**config.mk**
```make
export PLATFORM = sky130hd
export DESIGN_NAME = trp_return_unit
export DESIGN_NICKNAME = d
export VERILOG_FILES = /design/src/rtl/trp_pkg.sv /design/src/rtl/trp_priv_check.sv /design/src/rtl/trp_status_stack.sv /design/src/rtl/trp_ie_reg.sv /design/src/rtl/trp_return_unit.sv
export SDC_FILE = /design/constraint.sdc
export NUM_CORES = 1
export LEC_CHECK = 0
export CORE_AREA = 2 2 100 102
export DETAILED_ROUTE_END_ITERATION = 16
export DIE_AREA = 0 0 102 104
export PLACE_DENSITY_LB_ADDON = 0.15
export SLEW_MARGIN = 40
export SYNTH_ARGS = -nofsm -noshare
export SYNTH_HDL_FRONTEND = slang
export SYNTH_HIERARCHICAL = 1
export SYNTH_SLANG_ARGS = --single-unit
```
**constraint.sdc**
```tcl
create_clock -name clk -period 2.1 [get_ports clk]
set_input_delay 0.42 -clock clk [delete_from_list [all_inputs] [get_ports clk]]
set_output_delay 0.42 -clock clk [all_outputs]
set_load 0.005 [all_outputs]
```
**src/rtl/trp_pkg.sv**
```systemverilog
package trp_pkg;
   typedef enum logic [1:0] {
      PRV_U = 2'b00,
      PRV_M = 2'b11
   } priv_e;

   localparam int UIE_BIT  = 0;
   localparam int MIE_BIT  = 3;
   localparam int UPIE_BIT = 4;
   localparam int MPIE_BIT = 7;
   localparam int MPP_LO   = 11;
   localparam int MPP_HI   = 12;

   localparam int          EPC_ADDR_W      = 12;
   localparam logic [11:0] EPC_USER_ADDR   = 12'h041;
   localparam int          ILLEGAL_INSN_CS = 2;

   function automatic priv_e decode_level(input logic [1:0] lvl);
      return (lvl == 2'b00) ? PRV_U : PRV_M;
   endfunction
endpackage

```
**src/rtl/trp_priv_check.sv**
```systemverilog
module trp_priv_check
   import trp_pkg::*;
(
   input  logic       ret_valid,
   input  logic [1:0] ret_level,
   input  priv_e      cur_priv,
   output priv_e      ret_priv,
   output logic       ret_m_ok,
   output logic       ret_u_ok,
   output logic       illegal
);
   logic above;

   always_comb begin
      ret_priv = decode_level(ret_level);
      above    = 2'(ret_priv) > 2'(cur_priv);
      illegal  = ret_valid && above;
      ret_m_ok = ret_valid && !above && (ret_priv == PRV_M);
      ret_u_ok = ret_valid && !above && (ret_priv == PRV_U);
   end
endmodule

```
**src/rtl/trp_status_stack.sv**
```systemverilog
module trp_status_stack
   import trp_pkg::*;
#(
   parameter int XLEN = 32
) (
   input  logic            clk,
   input  logic            rst_n,
   input  logic            ret_m_ok,
   input  logic            ret_u_ok,
   input  logic            st_wr,
   input  logic [XLEN-1:0] st_wdata,
   output priv_e           priv_q,
   output logic [XLEN-1:0] status_q
);
   logic [1:0] mpp_r;
   logic       mie_r, mpie_r, uie_r, upie_r;
   priv_e      priv_r;
   logic [1:0] wr_mpp;

   assign wr_mpp = (st_wdata[MPP_HI:MPP_LO] == 2'b11) ? 2'b11 : 2'b00;

   always_ff @(posedge clk or negedge rst_n) begin
      if (!rst_n) begin
         priv_r <= PRV_M;
         mpp_r  <= 2'b11;
         mie_r  <= 1'b0;
         mpie_r <= 1'b0;
         uie_r  <= 1'b0;
         upie_r <= 1'b0;
      end else if (ret_m_ok) begin
         priv_r <= priv_e'(mpp_r);
         mpp_r  <= 2'b00;
         mie_r  <= mpie_r;
         mpie_r <= 1'b1;
      end else if (ret_u_ok) begin
         priv_r <= PRV_U;
         uie_r  <= upie_r;
         upie_r <= 1'b1;
      end else if (st_wr) begin
         mpp_r  <= wr_mpp;
         mie_r  <= st_wdata[MIE_BIT];
         mpie_r <= st_wdata[MPIE_BIT];
         uie_r  <= st_wdata[UIE_BIT];
         upie_r <= st_wdata[UPIE_BIT];
      end
   end

   always_comb begin
      status_q                = '0;
      status_q[UIE_BIT]       = uie_r;
      status_q[MIE_BIT]       = mie_r;
      status_q[UPIE_BIT]      = upie_r;
      status_q[MPIE_BIT]      = mpie_r;
      status_q[MPP_HI:MPP_LO] = mpp_r;
   end

   assign priv_q = priv_r;


   mret_mpp_clear_chk: assert property (@(posedge clk) disable iff (!rst_n)
      ret_m_ok |=> (mpp_r == 2'b00) && (2'(priv_r) == $past(mpp_r)));

   mret_ie_pop_chk: assert property (@(posedge clk) disable iff (!rst_n)
      ret_m_ok |=> mpie_r && (mie_r == $past(mpie_r)));

   uret_ie_pop_chk: assert property (@(posedge clk) disable iff (!rst_n)
      ret_u_ok |=> upie_r && (uie_r == $past(upie_r)) && (priv_r == PRV_U)
                   && $stable(mpp_r) && $stable(mie_r));

   priv_legal_chk: assert property (@(posedge clk) disable iff (!rst_n)
      (priv_r == PRV_U) || (priv_r == PRV_M));

   mpp_warl_chk: assert property (@(posedge clk) disable iff (!rst_n)
      (st_wr && !ret_m_ok && !ret_u_ok && (st_wdata[MPP_HI:MPP_LO] != 2'b11))
      |=> (mpp_r == 2'b00));
endmodule

```
**src/rtl/trp_ie_reg.sv**
```systemverilog
module trp_ie_reg #(
   parameter int              XLEN         = 32,
   parameter logic [XLEN-1:0] IE_WMASK     = XLEN'(12'hBBB),
   parameter bit              USER_IE_LOCK = 1'b1
) (
   input  logic            clk,
   input  logic            rst_n,
   input  logic            ie_wr,
   input  logic [XLEN-1:0] ie_wdata,
   input  logic            user_mode,
   output logic [XLEN-1:0] ie_q
);
   localparam logic [XLEN-1:0] LOCK_MASK = XLEN'(12'hFF0);

   logic [XLEN-1:0] eff_mask;

   generate
      if (USER_IE_LOCK) begin : g_lock
         assign eff_mask = user_mode ? (IE_WMASK & ~LOCK_MASK) : IE_WMASK;


         user_ie_lock_chk: assert property (@(posedge clk) disable iff (!rst_n)
            (ie_wr && user_mode) |=> (ie_q[11:4] == $past(ie_q[11:4])));
      end else begin : g_open
         assign eff_mask = IE_WMASK;
      end
   endgenerate

   always_ff @(posedge clk or negedge rst_n) begin
      if (!rst_n) ie_q <= '0;
      else if (ie_wr) ie_q <= (ie_q & ~eff_mask) | (ie_wdata & eff_mask);
   end
endmodule

```
**src/rtl/trp_return_unit.sv**
```systemverilog
module trp_return_unit
   import trp_pkg::*;
#(
   parameter int              XLEN         = 32,
   parameter int              CAUSE_W      = 8,
   parameter logic [XLEN-1:0] IE_WMASK     = XLEN'(12'hBBB),
   parameter bit              USER_IE_LOCK = 1'b1
) (
   input  logic                  clk,
   input  logic                  rst_n,
   input  logic                  ret_valid,
   input  logic [1:0]            ret_level,
   input  logic [XLEN-1:0]       uepc_i,
   input  logic [XLEN-1:0]       mepc_i,
   input  logic                  st_wr,
   input  logic [XLEN-1:0]       st_wdata,
   input  logic                  ie_wr,
   input  logic [XLEN-1:0]       ie_wdata,
   output logic [1:0]            priv_o,
   output logic [XLEN-1:0]       status_o,
   output logic [XLEN-1:0]       ie_o,
   output logic                  npc_valid_o,
   output logic [XLEN-1:0]       next_pc_o,
   output logic [EPC_ADDR_W-1:0] epc_addr_o,
   output logic                  trap_o,
   output logic [CAUSE_W-1:0]    trap_cause_o,
   output logic                  recheck_o
);
   localparam logic [CAUSE_W-1:0] CAUSE_ILL = CAUSE_W'(ILLEGAL_INSN_CS);

   generate
      if (XLEN != 32 && XLEN != 64) begin : g_bad_xlen
         $error("trp_return_unit: XLEN must be 32 or 64");
      end
      if (CAUSE_W < 2) begin : g_bad_cause
         $error("trp_return_unit: CAUSE_W too narrow for the cause code");
      end
   endgenerate

   priv_e cur_priv, ret_priv;
   logic  ret_m_ok, ret_u_ok, illegal;
   logic  recheck_q;

   trp_priv_check u_check (
      .ret_valid (ret_valid),
      .ret_level (ret_level),
      .cur_priv  (cur_priv),
      .ret_priv  (ret_priv),
      .ret_m_ok  (ret_m_ok),
      .ret_u_ok  (ret_u_ok),
      .illegal   (illegal)
   );

   trp_status_stack #(.XLEN(XLEN)) u_stack (
      .clk      (clk),
      .rst_n    (rst_n),
      .ret_m_ok (ret_m_ok),
      .ret_u_ok (ret_u_ok),
      .st_wr    (st_wr),
      .st_wdata (st_wdata),
      .priv_q   (cur_priv),
      .status_q (status_o)
   );

   trp_ie_reg #(
      .XLEN         (XLEN),
      .IE_WMASK     (IE_WMASK),
      .USER_IE_LOCK (USER_IE_LOCK)
   ) u_ie (
      .clk       (clk),
      .rst_n     (rst_n),
      .ie_wr     (ie_wr),
      .ie_wdata  (ie_wdata),
      .user_mode (cur_priv == PRV_U),
      .ie_q      (ie_o)
   );

   always_comb begin
      npc_valid_o  = ret_m_ok || ret_u_ok;
      next_pc_o    = (ret_priv == PRV_M) ? mepc_i : uepc_i;
      epc_addr_o   = EPC_USER_ADDR | (EPC_ADDR_W'(2'(ret_priv)) << 8);
      trap_o       = illegal;
      trap_cause_o = illegal ? CAUSE_ILL : '0;
      priv_o       = 2'(cur_priv);
   end

   always_ff @(posedge clk or negedge rst_n) begin
      if (!rst_n) recheck_q <= 1'b0;
      else        recheck_q <= ret_m_ok || ret_u_ok;
   end
   assign recheck_o = recheck_q;


   trap_no_state_chk: assert property (@(posedge clk) disable iff (!rst_n)
      (trap_o && !st_wr) |=> ($stable(status_o) && $stable(priv_o)));

   trap_priv_hold_chk: assert property (@(posedge clk) disable iff (!rst_n)
      trap_o |=> $stable(priv_o));

   epc_sel_chk: assert property (@(posedge clk) disable iff (!rst_n)
      (npc_valid_o && ret_level == 2'b00) |-> (next_pc_o == uepc_i));

   recheck_pulse_chk: assert property (@(posedge clk) disable iff (!rst_n)
      trap_o |=> !recheck_o);
endmodule

```
==> reports/qor.yml, run 1 <==
yosys-mux-area-fraction_pct: 32.4
timing.critical_path.to_type: "output pin"
synth_adder_area_share_pct: 1.31
post-route-min-period_ns: 2.25
synth_cell_type_count: 32
drive_above_1_share_pct: 34.8
final_nets: 471
first_global_vias: 1485
drtIter0Drc: 28
post-route-worst-setup-slack_ns: -0.154
route.detailed.drc: 0
tritoncts_num_sinks: 16
slew_viol_final: 0
placer_congestion: 0.712
cts_made_buffers: 3
irDropWorstVdd_uv: 494
routed-via-count: 1587
setup.worst_path.start_class: "flop"
violations: "setup timing"
synth_top_family_by_area: "buffers and inverters"
min_path_type: "in -> async"
layout.filler_cells: 988
drt-vias-per-instance: 3.41
maxCapViolCount: 0
grt_antenna_before_repair: 0
clock.fmax_mhz: 444
outcome: "finished with violations"
floorplan.die.width_um: 102
io_pins: 256
final_hold_viol_count: 0
worst_ep_required_time_ns: 1.68
synthXorXnorAreaFrac_pct: 0
postCtsHoldBufs: 0
finalCritPeriodShare_pct: 107
synth_compound_gate_area_share_pct: 2.17
grt_first_pass_wirelength_mm: 7.47
layoutNonFillerInstCount: 466
clockBufferDepth: 2
insertion_delay_ns: 0.25
global_route.overflow_total: 0
grt_start_max_net_pins: 17
core_region_area_um2: 9550
post-route-util_pct: 35.9
clk_root_buffer_cell: "sky130_fd_sc_hd__clkbuf_8"
synthesis.instances: 177
final.setup_skew_ns: 0.00332
layout_commonest_cell: "sky130_fd_sc_hd__clkdlybuf4s50_1"
dpl.cell_count: 444
drt.antenna.violating_nets: 0
leakagePower_nw: 1.62
fp.dieArea_um2: 10600
pwr_density_cell_nw_per_um2: 575
rows: 36
die_y_um: 104
initial_core_utilization_pct: 19.9
post_synth_and_or_nand_nor_area_fraction_pct: 8.02
synth_warnings: 6
antenna_cells_inserted: 0
cts_tree: "built"
synth-seq-cells: 16
area.growth.synth_to_final_pct: 80.0
gr-usage-all-layers_pct: 8.75
dp_slack_ns: -0.889
grt_setup_unrepaired: "true"
average_instance_area_after_synthesis_um2: 10.8
worst_setup_hold_path_clk_slew_ns: 0.07
cts.htree.levels: 1
setup-violations-final: 1
class_of_the_most_critical_setup_path: "reg -> out"
synth_seq_area_share_pct: 21.2
critPathMaxFanout: 3
detailed_place.area_um2: 3190
detailed_place_hpwl_mm: 4.39
arr_time_crit_path_ns: 1.83
detail_route.first_pass.iterations: 3
mappedNetlistArea_um2: 1900
fin_area_um2: 3430
port_buffers: 140
wirelength_mm: 5.38
route.detailed.wl_per_inst_um: 11.5
most-common-layout-cells: "sky130_fd_sc_hd__clkdlybuf4s50_1 (103), sky130_fd_sc_hd__conb_1 (66), sky130_fd_sc_hd__mux2_4 (36), sky130_fd_sc_hd__buf_6 (20), sky130_fd_sc_hd__buf_4 (16)"
-- final timing paths --
check	startpoint	endpoint	slack, ns	depth (start not counted)
worst max-delay path	u_stack/priv_q[0]$_DFFE_PN1P_	npc_valid_o	-0.15	7
worst min-delay path	rst_n	async pin	0.49	2
worst max register to register	u_stack/priv_q[0]$_DFFE_PN1P_	u_stack/mie_r$_DFFE_PN0P_	0.13	9
worst min register to register	u_stack/mpp_r[0]$_DFFE_PN1P_	u_stack/mpp_r[0]$_DFFE_PN1P_	0.49	2
max in group asynchronous	rst_n	u_stack/priv_q[0]$_DFFE_PN1P_	1.36	2
min in group clk	u_stack/mpp_r[0]$_DFFE_PN1P_	u_stack/mpp_r[0]$_DFFE_PN1P_	0.49	2
-- cell families after synthesis --
| logic type | count (synthesis) |
|---|---|
| other cells | 4 |
| buf+inv | 84 |
| mux | 43 |
| fa+ha+maj | 2 |
| compound gates | 6 |
| simple gates | 22 |
| flops | 16 |
-- what timing repair did --
item                                    in CTS  in global routing
buffers inserted                            18                  1
endpoints found under the setup margin      43                 23
pin swaps                                    5                  3
cloned                                       2                  0
gates resized for setup                    110                 34
-- where the power goes --
part | switching, W | internal (W)
Sequential | 0.0000683 | 0.000426
Combinational | 0.000397 | 0.000832
Clock | 0.000112 | 0.000135
-- metal layers --
layer | share of wire [%] | wire [um] | vias up | GRT usage, %
met1 | 37 | 1990 | 722 | 9.84
met3 | 12 | 648 | 2 | 2.28
li1 | - | - | 756 | -
met2 | 51 | 2740 | 107 | 16.3
met4 | 0.19 | 10 | 0 | 1.71
met5 | 0 | 0 | - | 0
-- cells in the mapped netlist (all sizes together) --
cell type / number / area (um2)
nand3: 2 / 10.0
dfstp: 2 / 52.6
nand2b: 2 / 20.0
or2: 1 / 6.26
nor2b: 3 / 33.8
and3: 2 / 12.5
a221oi: 1 / 8.76
dfrtp: 14 / 350
mux2i: 2 / 20.0
mux2: 41 / 597
inv: 5 / 18.8
ha: 2 / 25.0
conb: 4 / 15.0
o21ai: 3 / 18.8
nand3b: 1 / 7.51
clkbuf: 1 / 5.00
nor2: 5 / 26.3
nand2: 4 / 22.5
a21oi: 1 / 5.00
nor3: 1 / 5.00
nand4b: 1 / 8.76
a22o: 1 / 8.76
buf: 78 / 627
-- through the flow --
| stage | total power (W) | hold slack [ns] | TNS (ns) |
|---|---|---|---|
| finish | 0.00197 | 0.488 | -0.154 |
| global route | 0.00211 | 0.498 | -0.386 |
| CTS | 0.00198 | 0.495 | -0.179 |
| detailed placement | 0.00166 | 0.483 | -23.05 |
| global placement | 0.00166 | 0.480 | -21.50 |
| floorplan | 0.00115 | 0.124 | 0 |
-- worst max-delay path: stages (launching register included) --
cell                      delay (ns)
sky130_fd_sc_hd__dfstp_2        0.55
sky130_fd_sc_hd__inv_2          0.05
sky130_fd_sc_hd__ha_4           0.26
sky130_fd_sc_hd__nor2b_4        0.13
sky130_fd_sc_hd__o21ai_2        0.07
sky130_fd_sc_hd__and3_4         0.17
sky130_fd_sc_hd__or2_4          0.25
sky130_fd_sc_hd__buf_6          0.12
-- layout make-up --
type                            instances  area (um2)  area share [%]
Timing Repair Buffer                  169        1660            48.3
Tap cell                              133         166            4.86
Clock buffer                            4        45.0            1.31
Multi-Input combinational cell        139        1130            33.1
Sequential cell                        16         403            11.8
Inverter                                5        23.8           0.694
No activity file was read; power rests on OpenSTA's default activity.
==> inputs of run 2 (changes only) <==
--- a/config.mk
+++ b/config.mk
@@ -9,6 +9,7 @@
 export DETAILED_ROUTE_END_ITERATION = 16
 export DIE_AREA = 0 0 102 104
 export PLACE_DENSITY_LB_ADDON = 0.15
+export SETUP_SLACK_MARGIN = 0.5
 export SLEW_MARGIN = 40
 export SYNTH_ARGS = -nofsm -noshare
 export SYNTH_HDL_FRONTEND = slang
==> reports/qor.yml, run 2 (same netlist as run 1, synthesis figures left out) <==
initial_core_utilization_pct: 19.9
die_y_um: 104
core_region_area_um2: 9550
violations: "setup timing"
setup-violations-final: 1
first_global_vias: 1685
cts_made_buffers: 3
maxCapViolCount: 0
irDropWorstVdd_uv: 459
clockBufferDepth: 2
finalCritPeriodShare_pct: 106
drt.antenna.violating_nets: 0
layout_commonest_cell: "sky130_fd_sc_hd__clkdlybuf4s50_1"
antenna_cells_inserted: 0
drt-vias-per-instance: 3.49
ff_to_ff_start: "u_stack/priv_q[0]$_DFFE_PN1P_"
io_pins: 256
pwr_density_cell_nw_per_um2: 558
critPathMaxFanout: 3
worst_ep_required_time_ns: 1.68
outcome: "finished with violations"
drive_above_1_share_pct: 45.9
leakagePower_nw: 1.89
fp.dieArea_um2: 10600
grt_first_pass_wirelength_mm: 8.61
min_path_type: "in -> async"
setup.worst_path.start_class: "flop"
detail_route.first_pass.iterations: 4
routed-via-count: 1728
grt_setup_unrepaired: "true"
floorplan.die.width_um: 102
slew_viol_final: 0
drtIter0Drc: 26
route.detailed.drc: 0
r2r_slack_ns: 0.06
route.detailed.wl_per_inst_um: 12.3
port_buffers: 140
most-common-layout-cells: "sky130_fd_sc_hd__clkdlybuf4s50_1 (95), sky130_fd_sc_hd__buf_6 (75), sky130_fd_sc_hd__conb_1 (66), sky130_fd_sc_hd__mux2_4 (38), sky130_fd_sc_hd__dfrtp_1 (14)"
hold_slack_ns: 0.490
arr_time_crit_path_ns: 1.82
post-route-min-period_ns: 2.24
gr-usage-all-layers_pct: 10.2
final_hold_viol_count: 0
dp_slack_ns: -0.784
grt_antenna_before_repair: 0
final.setup_skew_ns: 0.00122
wirelength_mm: 6.07
critical_path.reg2reg.endpoint: "u_stack/mie_r$_DFFE_PN0P_"
placer_congestion: 0.714
cts.htree.levels: 1
postCtsHoldBufs: 0
detailed_place_hpwl_mm: 4.29
insertion_delay_ns: 0.25
cts_tree: "built"
grt_start_max_net_pins: 17
reg2regPathDepth: 10
clk_root_buffer_cell: "sky130_fd_sc_hd__clkbuf_8"
post-route-worst-setup-slack_ns: -0.136
rows: 36
worst_setup_hold_path_clk_slew_ns: 0.06
timing.critical_path.to_type: "output pin"
clock.fmax_mhz: 447
design_power_total_w: 0.00220
tritoncts_num_sinks: 16
class_of_the_most_critical_setup_path: "reg -> out"
global_route.overflow_total: 0
final_nets: 500
area.growth.synth_to_final_pct: 107
## run 2: how the worst max path moves through the flow
stage          slack [ns]     endpoint                     startpoint  cells past startpoint
2_1_floorplan        0.15  npc_valid_o  u_stack/priv_q[0]$_DFFE_PN1P_                      7
3_3_place_gp        -0.76  npc_valid_o                   ret_level[0]                      9
3_5_place_dp        -0.78  npc_valid_o                   ret_level[0]                      9
4_1_cts             -0.15  npc_valid_o  u_stack/priv_q[0]$_DFFE_PN1P_                      7
5_1_grt             -0.21  npc_valid_o  u_stack/priv_q[0]$_DFFE_PN1P_                      7
6_report            -0.14  npc_valid_o  u_stack/priv_q[0]$_DFFE_PN1P_                      7
## run 2: power breakdown
| group | internal [W] | switching, W |
|---|---|---|
| Sequential | 0.000426 | 0.0000698 |
| Clock | 0.000166 | 0.000106 |
| Combinational | 0.000971 | 0.000462 |
## run 2: critical path, cell delays in order (launching register included)
cell                      delay (ns)
sky130_fd_sc_hd__dfstp_2        0.55
sky130_fd_sc_hd__inv_2          0.05
sky130_fd_sc_hd__ha_4           0.25
sky130_fd_sc_hd__nor2b_4        0.12
sky130_fd_sc_hd__o21ai_2        0.07
sky130_fd_sc_hd__and3_4         0.15
sky130_fd_sc_hd__or2_4          0.25
sky130_fd_sc_hd__buf_6          0.12
## run 2: routing by layer
layer,track usage [%],share of wire (%),vias up
met2,19.4,53,107
li1,-,-,822
met3,2.76,12,6
met5,0,0,-
met1,10.8,34,793
met4,2.38,0.99,0
## run 2: area by class of cell
type	count	area [um2]
Fill cell	947	5600
Multi-Input combinational cell	142	1220
Tap cell	133	166
Inverter	5	35.0
Timing Repair inverter	1	16.3
Clock buffer	4	55.1
Timing Repair Buffer	194	2050
Sequential cell	16	403
## run 2: what timing repair did
item / in CTS / in global routing
setup endpoints to repair: 48 / 54
pin swaps: 13 / 10
gates resized for setup: 258 / 8
gates cloned: 4 / 0
setup buffers: 42 / 4
endpoints found under the hold margin: 0 / 0
## run 2: stage by stage
| step | std cells | TNS [ns] | utilization [%] | instance area (um2) |
|---|---|---|---|---|
| after global routing | 495 | -0.399 | 41.3 | 3950 |
| after global placement | 441 | -24.79 | 33.2 | 3170 |
| after CTS | 491 | -0.147 | 40.7 | 3880 |
| after floorplan | 239 | 0 | - | 2180 |
| after detailed placement | 441 | -24.98 | 33.2 | 3170 |
| final | 495 | -0.136 | 41.3 | 3950 |
